<file path="config.mk">
export PLATFORM = sky130hd
export DESIGN_NAME = turbo_budget_gov
export DESIGN_NICKNAME = d
export VERILOG_FILES = /design/src/rtl/turbo_gov_pkg.sv /design/src/rtl/gov_budget_acc.sv /design/src/rtl/gov_eval_timer.sv /design/src/rtl/gov_turbo_cap.sv /design/src/rtl/turbo_budget_gov.sv
export SDC_FILE = /design/constraint.sdc
export NUM_CORES = 1
export LEC_CHECK = 0
export ABC_AREA = 1
export ABC_CLOCK_PERIOD_IN_PS = 5290
export BUFFER_PORTS_ARGS = -buffer_cell sky130_fd_sc_hd__buf_4
export CORE_ASPECT_RATIO = 0.8
export CORE_MARGIN = 1
export CORE_UTILIZATION = 39
export DETAILED_ROUTE_END_ITERATION = 7
export PLACE_DENSITY_LB_ADDON = 0.08
export SKIP_CTS_REPAIR_TIMING = 1
export SLEW_MARGIN = 40
export SYNTH_ARGS = -nofsm -noshare
export SYNTH_HDL_FRONTEND = slang
export SYNTH_SLANG_ARGS = --single-unit
</file>
<file path="constraint.sdc">
create_clock -name clk -period 5.29 [get_ports clk]
set_input_delay 1.3225 -clock clk [delete_from_list [all_inputs] [get_ports clk]]
set_output_delay 1.3225 -clock clk [all_outputs]
set_load 0.03 [all_outputs]
</file>
<file path="src/rtl/turbo_gov_pkg.sv">
package turbo_gov_pkg;
    localparam int RATIO_W = 8;
    typedef logic [RATIO_W-1:0] ratio_t;

    function automatic ratio_t rmin(input ratio_t a, input ratio_t b);
        return (a < b) ? a : b;
    endfunction

    function automatic ratio_t rmax(input ratio_t a, input ratio_t b);
        return (a > b) ? a : b;
    endfunction
endpackage

</file>
<file path="src/rtl/gov_budget_acc.sv">
module gov_budget_acc #(
    parameter int PWR_W = 12,
    parameter int BUD_W = 20
) (
    input  logic             clk,
    input  logic             rst_n,
    input  logic [PWR_W-1:0] pwr_meas,
    input  logic [PWR_W-1:0] tdp_limit,
    input  logic [BUD_W-1:0] budget_max,
    output logic [BUD_W-1:0] budget
);
    localparam int XW = BUD_W + 1;

    typedef struct packed {
        logic [BUD_W-1:0] level;
    } acc_t;

    acc_t st_d, st_q;
    logic [XW-1:0] credit, drain, diff;

    always_comb begin
        st_d   = st_q;
        credit = {1'b0, st_q.level} + {{(XW-PWR_W){1'b0}}, tdp_limit};
        drain  = {{(XW-PWR_W){1'b0}}, pwr_meas};
        diff   = credit - drain;
        if (credit < drain) begin
            st_d.level = '0;
        end else if (diff > {1'b0, budget_max}) begin
            st_d.level = budget_max;
        end else begin
            st_d.level = diff[BUD_W-1:0];
        end
    end

    always_ff @(posedge clk) begin
        if (!rst_n) begin
            st_q <= '0;
        end else begin
            st_q <= st_d;
        end
    end

    assign budget = st_q.level;

    AST_BUDGET_CEIL: assert property (@(posedge clk) disable iff (!rst_n)
        1'b1 |=> budget <= $past(budget_max));
    AST_BUDGET_EMPTY_HOLD: assert property (@(posedge clk) disable iff (!rst_n)
        (budget == '0 && pwr_meas >= tdp_limit) |=> budget == '0);
endmodule

</file>
<file path="src/rtl/gov_eval_timer.sv">
module gov_eval_timer #(
    parameter int EVAL_CYC = 16
) (
    input  logic clk,
    input  logic rst_n,
    output logic tick
);
    localparam int CW = (EVAL_CYC > 2) ? $clog2(EVAL_CYC) : 1;
    localparam logic [CW-1:0] LAST = CW'(EVAL_CYC - 1);

    typedef struct packed {
        logic [CW-1:0] cnt;
    } tmr_t;

    tmr_t st_d, st_q;

    always_comb begin
        st_d = st_q;
        if (st_q.cnt == LAST) begin
            st_d.cnt = '0;
        end else begin
            st_d.cnt = st_q.cnt + 1'b1;
        end
    end

    always_ff @(posedge clk) begin
        if (!rst_n) begin
            st_q <= '0;
        end else begin
            st_q <= st_d;
        end
    end

    assign tick = (st_q.cnt == LAST);

    AST_TICK_WRAP: assert property (@(posedge clk) disable iff (!rst_n)
        tick |=> !tick);
endmodule

</file>
<file path="src/rtl/gov_turbo_cap.sv">
module gov_turbo_cap
    import turbo_gov_pkg::*;
#(
    parameter int NCORES     = 4,
    parameter int P1_RATIO   = 20,
    parameter int TURBO_STEP = 2,
    localparam int AC_W      = $clog2(NCORES + 1)
) (
    input  logic [AC_W-1:0] active_cores,
    output ratio_t          cap
);
    ratio_t cap_tbl [NCORES+1];

    for (genvar n = 0; n <= NCORES; n++) begin : g_tbl
        localparam int EFF = (n == 0) ? 1 : n;
        assign cap_tbl[n] = ratio_t'(P1_RATIO + TURBO_STEP * (NCORES + 1 - EFF));
    end

    logic [AC_W-1:0] sel;

    always_comb begin
        if (int'(active_cores) > NCORES) begin
            sel = AC_W'(NCORES);
        end else begin
            sel = active_cores;
        end
        cap = cap_tbl[sel];
    end
endmodule

</file>
<file path="src/rtl/turbo_budget_gov.sv">
module turbo_budget_gov
    import turbo_gov_pkg::*;
#(
    parameter int NCORES     = 4,
    parameter int PWR_W      = 12,
    parameter int BUD_W      = 20,
    parameter int EVAL_CYC   = 16,
    parameter int PN_RATIO   = 8,
    parameter int P1_RATIO   = 20,
    parameter int TURBO_STEP = 2,
    localparam int AC_W      = $clog2(NCORES + 1)
) (
    input  logic               clk,
    input  logic               rst_n,
    input  logic [RATIO_W-1:0] req_ratio,
    input  logic [AC_W-1:0]    active_cores,
    input  logic [PWR_W-1:0]   pwr_meas,
    input  logic [PWR_W-1:0]   tdp_limit,
    input  logic [BUD_W-1:0]   budget_max,
    output logic [RATIO_W-1:0] grant_ratio,
    output logic [BUD_W-1:0]   budget_lvl
);
    localparam ratio_t PN  = ratio_t'(PN_RATIO);
    localparam ratio_t P1  = ratio_t'(P1_RATIO);
    localparam ratio_t TOP = ratio_t'(P1_RATIO + TURBO_STEP * NCORES);

    typedef struct packed {
        ratio_t grant;
    } gov_t;

    gov_t   st_d, st_q;
    logic   tick;
    logic   exhausted;
    ratio_t cap, tgt, stepped, lifted;
    logic [BUD_W-1:0] budget;

    gov_budget_acc #(.PWR_W(PWR_W), .BUD_W(BUD_W)) u_acc (
        .clk        (clk),
        .rst_n      (rst_n),
        .pwr_meas   (pwr_meas),
        .tdp_limit  (tdp_limit),
        .budget_max (budget_max),
        .budget     (budget)
    );

    gov_eval_timer #(.EVAL_CYC(EVAL_CYC)) u_tmr (
        .clk   (clk),
        .rst_n (rst_n),
        .tick  (tick)
    );

    gov_turbo_cap #(
        .NCORES     (NCORES),
        .P1_RATIO   (P1_RATIO),
        .TURBO_STEP (TURBO_STEP)
    ) u_cap (
        .active_cores (active_cores),
        .cap          (cap)
    );

    always_comb begin
        st_d      = st_q;
        exhausted = (budget == '0) && (pwr_meas > tdp_limit);
        tgt       = rmin(req_ratio, cap);
        stepped   = (st_q.grant > P1) ? (st_q.grant - 1'b1) : P1;
        lifted    = rmax(st_q.grant, P1);
        if (req_ratio <= P1) begin
            st_d.grant = rmax(req_ratio, PN);
        end else if (tick) begin
            st_d.grant = exhausted ? rmin(stepped, tgt) : tgt;
        end else begin
            st_d.grant = rmin(lifted, tgt);
        end
    end

    always_ff @(posedge clk) begin
        if (!rst_n) begin
            st_q.grant <= PN;
        end else begin
            st_q <= st_d;
        end
    end

    assign grant_ratio = st_q.grant;
    assign budget_lvl  = budget;

    AST_GRANT_RANGE: assert property (@(posedge clk) disable iff (!rst_n)
        grant_ratio >= PN && grant_ratio <= TOP);
    AST_PASS_LOW: assert property (@(posedge clk) disable iff (!rst_n)
        (req_ratio >= PN && req_ratio <= P1) |=> grant_ratio == $past(req_ratio));
    AST_NO_EXCEED_REQ: assert property (@(posedge clk) disable iff (!rst_n)
        (req_ratio <= P1) |=> grant_ratio <= rmax($past(req_ratio), PN));
    AST_UNDER_CAP: assert property (@(posedge clk) disable iff (!rst_n)
        (req_ratio > P1) |=> grant_ratio <= $past(cap));
    AST_RISE_ON_TICK: assert property (@(posedge clk) disable iff (!rst_n)
        !tick |=> !(grant_ratio > P1 && grant_ratio > $past(grant_ratio)));
    AST_STEP_DOWN: assert property (@(posedge clk) disable iff (!rst_n)
        (tick && exhausted && req_ratio > P1 && grant_ratio > P1)
            |=> (grant_ratio < $past(grant_ratio) && grant_ratio >= P1));
    AST_LIFT_P1: assert property (@(posedge clk) disable iff (!rst_n)
        (req_ratio > P1) |=> grant_ratio >= P1);
endmodule

</file>
Yosys cells after proc, flatten, opt, wreduce, memory -nomap -nowiden:

Memory sizes are Yosys's and may differ from the RTL's.
Cells that the tools add are included.

* register bits: 32
* bits in latches: 0
* bits in writable memories: 0
* memory bits (read-only): 64
* input port bits: 57
* output and inout bits: 28
* word-level logic and storage cells: 39
* memories kept: 1

Memory list
* (no name shown): words 8, bits a word 8, read ports 1, clocked after memory_dff 0, write ports 0, RTL line gov_turbo_cap.sv:27 `cap = cap_tbl[sel];`

* add/sub/neg operators: 4
* $mul: 0
* div/mod/pow operators: 0
* order comparisons: 11
* equal/unequal tests: 1
* shift operators: 0
* multiplexer cells: 13
* bitwise operators: 2
* reduce and logical (&&, ||, !) cells: 4

Operator list (number)
* two-way mux 8 bit: 11
* < comparator 8 bit: 3
* adder 20 x 12 -> 21 bit: 1
* greater-than comparator 21 x 20 -> 1 bit: 1
* < comparator 21 x 12 -> 1 bit: 1
* subtractor 21 x 12 -> 21 bit: 1
* zero test 20 bit: 1
* two-way mux 20 bit: 1
* greater-than comparator 12 bit: 1
* greater-than comparator 8 x 4 -> 1 bit, second input constant: 1
* greater-than comparator 8 x 5 -> 1 bit, second input constant: 1
* <= comparator 8 x 5 -> 1 bit, second input constant: 1
* subtractor 8 x 1 -> 8 bit, second input constant: 1
* adder 4 x 1 -> 4 bit, second input constant: 1
* equality test 4 bit, second input constant: 1
* greater-or-equal comparator 4 bit, second input constant: 1
* inverter 3 -> 4 bit: 1
* OR reduction 2 bit: 2
* greater-than comparator 3 bit, second input constant: 1
* two-way mux 3 bit: 1
* logical AND 1 bit: 1
* inverter 1 bit: 1

Longest topological paths before layout:

Gate-level depths: netlist (run 1).

* word-level depth: 13
* depth in mapped cells: 34
* mapped depth without buffers: 33

Hierarchy:

From an unflattened synthesis (run 1), not the netlist that was laid out.

* cells, all modules: 958
* area, all modules: 5589.1 um^2

Modules (own cells, without submodules)
* gov_budget_acc: times used 1, cells each 615, area each 3540.9 um^2, sequential area each 400.4 um^2
* turbo_budget_gov: times used 1, cells each 312, area each 1826.8 um^2, sequential area each 160.2 um^2
* gov_eval_timer: times used 1, cells each 19, area each 157.7 um^2, sequential area each 80.1 um^2
* gov_turbo_cap: times used 1, cells each 12, area each 63.8 um^2, sequential area each 0.0 um^2

Least setup slack after synthesis (run 1):

OpenSTA, ideal clock, no wires.

* path type: in2reg
* from: input port tdp_limit[0]
* to: register u_acc.st_q (netlist bit u_acc.budget[3])
* setup time: 113 ps
* arrival: 5163 ps
* required time: 5177 ps
* setup slack: 15 ps
* cell stages on the path: 32
* path buffers: 1
* cells stage by stage: ha_1 inv_1 fa_1 inv_1 nand3_1 nand2_1 nand2_1 nand2_1 a31oi_1 xnor2_1 ha_1 nand2_1 nor2_1 nand2_1 nor2_1 nor2_2 nand3_1 nor2_1 nand3_1 xor2_1 inv_1 ha_1 nand2_1 nor2_1 nand2_1 nor4_1 a21oi_1 nor2_2 nand2_4 buf_4 nor2_1 nor2_1

* cells in the longest elaborated chain, start to end: 4
* elaborated cells on any way between the ends: 6
* those cells by class: 2 x add/sub; 2 x order compare; 1 x mux; 1 x reduce/logical

RTL lines
* from (decl): RTL line turbo_budget_gov.sv:18 `input logic [PWR_W-1:0] tdp_limit,`
* adder 20 x 12 -> 21 bit *: RTL line gov_budget_acc.sv:23 `credit = {1'b0, st_q.level} + {{(XW-PWR_W){1'b0}}, tdp_limit};`
* subtractor 21 x 12 -> 21 bit: RTL line gov_budget_acc.sv:25 `diff = credit - drain;`
* greater-than comparator 21 x 20 -> 1 bit: RTL line gov_budget_acc.sv:28 `end else if (diff > {1'b0, budget_max}) begin`
* two-way mux 20 bit: RTL line gov_budget_acc.sv:28
* to (signal assigned): RTL line gov_budget_acc.sv:39 `st_q <= st_d;`
* to (decl): RTL line gov_budget_acc.sv:18 `acc_t st_d, st_q;`

Mark *: on every way between the ends. The rest lies on a longest branch, timed or not.
A chain may end at the register's enable or synchronous reset.

Worst setup path in the final report (run 1):

* from: input port tdp_limit[0]
* to: register u_acc.st_q (netlist bit u_acc.budget[18])

The elaborated chain is that of the path after synthesis.

==> results.toml, run 1 <==
[placement]
place_congestion = 0.910
io_buffers = 84
hpwl_um = 12600
dp_worst_setup_slack_ps = -487

[logic_synthesis]
synth_flop_cell = "dfxtp_1"
ys_top_cells_by_count = "206 x nand2_1, 148 x inv_1, 109 x nor2_1, 75 x ha_1, 58 x nand3_1"
ys.warnings.count = 0
post-synth-top-area-cell = "ha_1"
synthCells = 813
synth_cell_type_count = 39
synth_edf_count = 0
synth_most_common_cell = "nand2_1"
syn-cell-area_um2 = 4790
synth-seq-area-share_pct = 13.4
ys_async_sr_fraction_pct = 0
synth_seq_cells = 32
synth_top_area_share_pct = 19.6
synth.area.top_cells = "ha_1 20%, nand2_1 16%, dfxtp_1 13%"
synth_area_per_cell_um2 = 5.89

[die]
die-area_um2 = 12700
io_pins = 85
die_w_um = 126
die_h_um = 101
start_util_pct = 40.8
placementRows = 35
coreArea_um2 = 11700

[global_route]
gr-total-overflow = 0
grt_max_degree = 37
grt_pass1_vias = 5111
track_usage_pct = 23.6
grt_pass1_wl_um = 24100
antenna_found_initial = 0

[worst_setup_path]
cp_max_fo = 18
cp_slowest_cell = "fa_2"
slowest_delay_ps = 390
cp-start-kind = "input pin"
worst_path_dominant_cell_family = "simple AND/OR/NAND/NOR gates"
endpoint_kind = "flop"
cp.required_ps = 5470
crit_arrival_ps = 5450
crit_type = "in -> reg"
path_buf_inv = 7

[run]
cap_violations = 0

[timing]
tightest_slew_ps = 781
grt_setup_unrepaired = "yes"
min_period_ps = 5270
fin_setup_tns_ps = 0
max_freq_mhz = 190
finalClockSkew_ps = 5.27
slew_viol_final = 0
fin_ws_ps = 21.8
period_share_pct = 99.6
final-hold-violation-count = 0
slew_headroom_pct = 47.9
finalSetupViolations = 0

[route]
drc = 0
drt-pass1-iter-count = 5
avgRoutedWirePerCell_um = 13.7
ant_nets = 0
viasPerCell = 4.87
routed_wl_um = 15400
vias = 5479
drt-initial-drc-count = 312

[cells_and_area]
layout-drive-gt1-share_pct = 27.7
num-nets-final = 1111
fill_cells = 1173
ff_latch_area_um2 = 641
diodes = 0
fin_util_pct = 57.6
multi_input_area_um2 = 3970
area_growth_syn_to_layout_pct = 41.0

[hold_path]
hold_path_class = "reg -> reg"

[clocking]
cts_tree = "done"
clk_path_buf_depth = 2
cts_sinks = 32
htreeDepth = 2
path_clk_slew_ps = 60
cts_root_buf = "clkbuf_16"
clkLatencyLatePin_ps = 290
cts_buffers = 5

[power_and_ir_drop]
p_leak_nw = 3.74
p_total_mw = 4.79
power_density_nw_per_um2 = 709
peakVddDrop_uv = 547

[run_status]
outcome = "completed"
-- where the power goes --
group          internal, mW  switching (mW)  total (mW)
clock network         0.224           0.124       0.347
registers             0.319           0.117       0.436
logic                  1.80            2.20        4.01
-- metrics by stage --
step	std cells	cell area (µm²)	hold WS, ps
after floorplan	818	4810	418
after global placement	1106	6050	431
after detailed placement	1106	6060	435
after CTS	1114	6230	449
after global routing	1126	6760	485
final	1126	6760	447
-- registers in the layout, indices dropped and copies added, names as in the netlist --
signal,count
u_acc.budget,20
u_tmr.st_q,4
grant_ratio,8
-- cell families (layout without fill, tap and decap cells) --
kind of cell / after synthesis / count (layout) / share of synthesized area [%]
compound gates: 85 / 85 / 9.98
xor+xnor: 26 / 26 / 4.75
fa+ha+maj: 77 / 77 / 20.4
buf+inv: 161 / 318 / 13.1
flops: 32 / 32 / 13.4
other cells: 1 / 6 / 0.0783
simple gates: 431 / 434 / 38.3
-- cell type report --
cell class,instances,area share (%)
Clock buffer,5,1.85
Clock inverter,3,0.685
Inverter,153,8.50
Multi-Input combinational cell,628,58.8
Sequential cell,32,9.48
Tap cell,148,2.74
Timing Repair Buffer,157,18.0
-- routing by layer --
metal  routed length [µm]  share of wire [%]  global-route usage [%]
met2                 6440                 42                    36.5
met1                 8010                 52                    35.6
met4                  122               0.79                    2.69
met3                  841                5.5                    3.03
met5                    0                  0                       0
-- path summary, 6_finish.rpt --
path,slack (ps),endpoint,startpoint,depth (start not counted)
worst max-delay path,20,u_acc.budget[18]$_SDFF_PP0_,tdp_limit[0],32
worst min-delay path,450,u_tmr.st_q[0]$_SDFF_PP0_,u_tmr.st_q[0]$_SDFF_PP0_,1
worst max register to register,570,u_acc.budget[18]$_SDFF_PP0_,u_acc.budget[0]$_SDFF_PP0_,31
worst min register to register,450,u_tmr.st_q[0]$_SDFF_PP0_,u_tmr.st_q[0]$_SDFF_PP0_,1
-- cell usage in the layout, fill, tap and decap left out, types with 6 or more instances in the layout --
| master | count |
|---|---|
| conb_1 | 6 |
| buf_4 | 151 |
| nand4_1 | 10 |
| inv_2 | 8 |
| ha_1 | 64 |
| xor2_1 | 12 |
| inv_1 | 144 |
| ha_4 | 11 |
| nor3_1 | 10 |
| nand2_1 | 189 |
| o21ai_0 | 14 |
| nand3_1 | 54 |
| nor2_2 | 15 |
| a21oi_1 | 40 |
| a21oi_2 | 8 |
| nand2_2 | 36 |
| dfxtp_1 | 32 |
| nor2_1 | 93 |
| xnor2_1 | 10 |
Note: power is estimated with default switching activity, not from simulation.
==> run 2: changes to the inputs <==
--- a/config.mk
+++ b/config.mk
@@ -8,7 +8,6 @@
 export ABC_AREA = 1
 export ABC_CLOCK_PERIOD_IN_PS = 5290
 export BUFFER_PORTS_ARGS = -buffer_cell sky130_fd_sc_hd__buf_4
-export CORE_ASPECT_RATIO = 0.8
 export CORE_MARGIN = 1
 export CORE_UTILIZATION = 39
 export DETAILED_ROUTE_END_ITERATION = 7
==> results.toml, run 2 (synthesized netlist as in run 1, its figures left out) <==
[worst_setup_path]
crit_type = "in -> reg"
slowest_delay_ps = 380
cp-start-kind = "input pin"
endpoint_kind = "flop"
cp.depth = 33
cp_slowest_cell = "fa_2"
crit_arrival_ps = 5410
ff2ff_path_depth = 32
cp_max_fo = 7
path_buf_inv = 8
cpMostUsedCell = "nand2_2"
cp.required_ps = 5510
worst_path_dominant_cell_family = "simple AND/OR/NAND/NOR gates"

[timing]
finalSetupViolations = 0
max_freq_mhz = 193
tightest_slew_ps = 851
min_period_ps = 5190
fin_ws_ps = 101
final-hold-violation-count = 0
finalClockSkew_ps = 9.15
period_share_pct = 98.1
grt_setup_unrepaired = "yes"
slew_viol_final = 0
slew_headroom_pct = 43.2

[cells_and_area]
fill_cells = 1199
final_cells = 1125
top_regs = "u_acc.budget: 20 flops, grant_ratio: 8 flops, u_tmr.st_q: 4 flops"
diodes = 0
num-nets-final = 1111
final_area_um2 = 6740
area_growth_syn_to_layout_pct = 40.7
layout_commonest_cell = "nand2_1"
regMostFlops = "u_acc.budget"
layout_common_cells = "188 x nand2_1, 155 x buf_4, 146 x inv_1"
largest_reg_flops = 20
layout-drive-gt1-share_pct = 26.6

[global_route]
antenna_found_initial = 0
use_met3_pct = 2.62
grt_max_degree = 21
grt_use_met2_pct = 37.0
gr-total-overflow = 0
grt_busiest_layer = "met2"
met1_usage_pct = 32.3
track_usage_pct = 22.8
grt_pass1_vias = 5033
grt_pass1_wl_um = 23300

[die]
io_pins = 85
placementRows = 40
start_util_pct = 39.9
die_w_um = 113
coreArea_um2 = 12000
die_h_um = 113
die-area_um2 = 12700

[route]
routed_wl_um = 14700
avgRoutedWirePerCell_um = 13.0
ant_nets = 0
viasPerCell = 4.80
drt-initial-drc-count = 296
vias = 5395
drt-pass1-iter-count = 6
drc = 1

[power_and_ir_drop]
p_leak_nw = 3.76
peakVddDrop_uv = 537
power_density_nw_per_um2 = 698
p_total_mw = 4.71

[placement]
dp_worst_setup_slack_ps = -329
post_dp_cell_area_um2 = 6070
io_buffers = 84
numPlacedInstances = 1104
hpwl_um = 12200
place_congestion = 0.891

[clocking]
clkLatencyLatePin_ps = 290
htreeDepth = 2
cts_tree = "done"
cts_sinks = 32
cts_root_buf = "clkbuf_16"
clk_path_buf_depth = 2
path_clk_slew_ps = 50
cts_buffers = 5

[hold_path]
worstHoldPathCells = 1
hold_path_class = "reg -> reg"

[run_status]
outcome = "finished with violations"
violations = "design-rule violations"

[run]
cap_violations = 0
-- run 2: cell count changes in the layout (fill, tap and decap cells not counted), sizes merged --
cell	change
clkbuf	+4
clkinvlp	-1
nand2	-3
buf	+1
inv	-1
-- run 2: routing by layer --
layer | share of wire (%) | up-vias
met5 | 0 | -
met4 | 1.1 | 0
met3 | 4.5 | 14
met2 | 45 | 116
met1 | 50 | 2377
li1 | - | 2888
-- run 2: stage by stage --
stage / TNS, ps / utilization, % / hold slack (ps)
3_5_place_dp: -5900 / 50.6 / 443
3_3_place_gp: -4310 / 50.5 / 432
5_1_grt: -3420 / 56.1 / 475
4_1_cts: -405 / 52.1 / 453
2_1_floorplan: 0 / - / 418
6_report: 0 / 56.1 / 449
-- run 2: where the power goes --
group / switching, mW / internal [mW] / total (mW)
Clock: 0.116 / 0.248 / 0.364
Sequential: 0.112 / 0.319 / 0.431
Combinational: 2.10 / 1.81 / 3.91
Total: 2.33 / 2.37 / 4.71
-- run 2: worst paths after layout --
path | from | slack (ps) | to
min reg2reg | u_tmr.st_q[0]$_SDFF_PP0_ | 450 | u_tmr.st_q[0]$_SDFF_PP0_
min | u_tmr.st_q[0]$_SDFF_PP0_ | 450 | u_tmr.st_q[0]$_SDFF_PP0_
max | tdp_limit[0] | 100 | u_acc.budget[12]$_SDFF_PP0_
max reg2reg | u_acc.budget[0]$_SDFF_PP0_ | 670 | u_acc.budget[12]$_SDFF_PP0_
-- run 2: area by class of cell --
class / instances / area (µm²) / area share (%)
clock buffer: 7 / 153 / 2.26
sequential: 32 / 641 / 9.50
clock inverter: 1 / 30.0 / 0.446
multi-input combinational: 625 / 3890 / 57.7
inverter: 153 / 574 / 8.52
tap: 147 / 184 / 2.73
timing repair buffer: 160 / 1270 / 18.8
==> run 3: changes to the inputs <==
--- a/config.mk
+++ b/config.mk
@@ -8,8 +8,10 @@
 export ABC_AREA = 1
 export ABC_CLOCK_PERIOD_IN_PS = 5290
 export BUFFER_PORTS_ARGS = -buffer_cell sky130_fd_sc_hd__buf_4
+export CELL_PAD_IN_SITES_DETAIL_PLACEMENT = 1
+export CELL_PAD_IN_SITES_GLOBAL_PLACEMENT = 1
 export CORE_MARGIN = 1
-export CORE_UTILIZATION = 39
+export CORE_UTILIZATION = 36
 export DETAILED_ROUTE_END_ITERATION = 7
 export PLACE_DENSITY_LB_ADDON = 0.08
 export SKIP_CTS_REPAIR_TIMING = 1
==> results.toml, run 3 (synthesized netlist as in run 1, its figures left out) <==
[run_status]
outcome = "finished with violations"
violations = "negative setup slack"

[cells_and_area]
layout_common_cells = "179 x nand2_1, 156 x buf_4, 144 x inv_1"
final_cells = 1153
area_growth_syn_to_layout_pct = 45.2
layout-drive-gt1-share_pct = 29.8
diodes = 0
ff_latch_area_um2 = 641
top_regs = "u_acc.budget: 20 flops, grant_ratio: 8 flops, u_tmr.st_q: 4 flops"
num-nets-final = 1114
layout_commonest_cell = "nand2_1"
largest_reg_flops = 20
fill_cells = 1731
final_area_um2 = 6960
fin_util_pct = 54.5
multi_input_area_um2 = 4050
regMostFlops = "u_acc.budget"

[route]
wl_met3_um = 767
drt-initial-drc-count = 240
wl_met1_um = 8490
drc = 0
vias = 5783
ant_nets = 0
routed_wl_um = 18600
avgRoutedWirePerCell_um = 16.1
drt-pass1-iter-count = 5
dr_wl_met2_um = 9160
dr.max_layer_used = "met4"
viasPerCell = 5.02

[clocking]
cts_buffers = 5
htreeDepth = 2
cts_sinks = 32
clkLatencyLatePin_ps = 290
clk_path_buf_depth = 2
path_clk_slew_ps = 60
cts_tree = "done"
cts_root_buf = "clkbuf_16"

[power_and_ir_drop]
peakVddDrop_uv = 422
p_total_mw = 5.08
p_leak_nw = 3.80
power_density_nw_per_um2 = 730

[placement]
hpwl_um = 14800
io_buffers = 84
numPlacedInstances = 1129
dp_worst_setup_slack_ps = -609
place_congestion = 0.912
post_dp_cell_area_um2 = 6110

[worst_setup_path]
critPathCapture = "u_acc.budget[8]$_SDFF_PP0_"
cp_slowest_cell = "fa_2"
cp_max_fo = 9
r2r_slack_ps = 370
ff2ff_path_depth = 30
crit_type = "in -> reg"
timing.rr.start = "u_acc.budget[0]$_SDFF_PP0_"
crit_arrival_ps = 5590
crit_start = "tdp_limit[0]"
slowest_delay_ps = 400
endpoint_kind = "flop"
cpMostUsedCell = "nand2_2"
r2r-end = "u_acc.budget[8]$_SDFF_PP0_"
cp.required_ps = 5480
cp-start-kind = "input pin"

[die]
io_pins = 85
placementRows = 41
die_h_um = 117
coreArea_um2 = 12800
die-area_um2 = 13800
die_w_um = 117
start_util_pct = 37.5

[global_route]
gr-total-overflow = 0
track_usage_pct = 25.1
grt_max_degree = 21
antenna_found_initial = 0
grt_pass1_vias = 5667
grt_pass1_wl_um = 27600

[timing]
grt_setup_unrepaired = "yes"
period_share_pct = 102
finalClockSkew_ps = 5.30
fin_ws_ps = -117
finalSetupViolations = 18
fin_setup_tns_ps = -1480
max_freq_mhz = 185
hold-worst-slack_ps = 459
final-hold-violation-count = 0
slew_viol_final = 0
tightest_slew_ps = 653
slew_headroom_pct = 56.0
min_period_ps = 5410

[hold_path]
hold_path_class = "reg -> reg"
hold_start = "u_tmr.st_q[0]$_SDFF_PP0_"

[run]
cap_violations = 0
-- run 3: layout make-up --
cell class,count,share of cell area (%)
Inverter,153,8.26
Sequential cell,32,9.21
Multi-Input combinational cell,625,58.2
Tap cell,172,3.09
Clock inverter,2,0.504
Clock buffer,6,1.85
Timing Repair Buffer,163,18.9
-- run 3: critical path: cells and delay by family --
family          cells  cell delay [ps]
simple gates       15             1780
fa+ha+maj           4             1050
buf+inv             6              580
compound gates      4              570
xor+xnor            2              280
-- run 3: worst min path at each step --
stage | to | cells after the start | slack, ps
floorplan | u_tmr.st_q[0]$_SDFF_PP0_ | 1 | 420
global placement | u_tmr.st_q[0]$_SDFF_PP0_ | 1 | 430
detailed placement | u_tmr.st_q[0]$_SDFF_PP0_ | 1 | 460
CTS | u_tmr.st_q[0]$_SDFF_PP0_ | 1 | 470
global route | u_tmr.st_q[0]$_SDFF_PP0_ | 1 | 490
finish | u_tmr.st_q[0]$_SDFF_PP0_ | 1 | 460
-- run 3: power by group --
part / leakage (nW) / switching (mW) / internal (mW)
combinational: 3.46 / 2.34 / 1.96
clock: 0.0808 / 0.124 / 0.222
sequential: 0.265 / 0.118 / 0.319
total: 3.80 / 2.58 / 2.50
-- run 3: layer usage --
layer,GRT usage (%),vias up
met5,0,-
met4,6.09,0
met3,2.87,13
met2,42.9,122
met1,33.3,2747
li1,-,2901
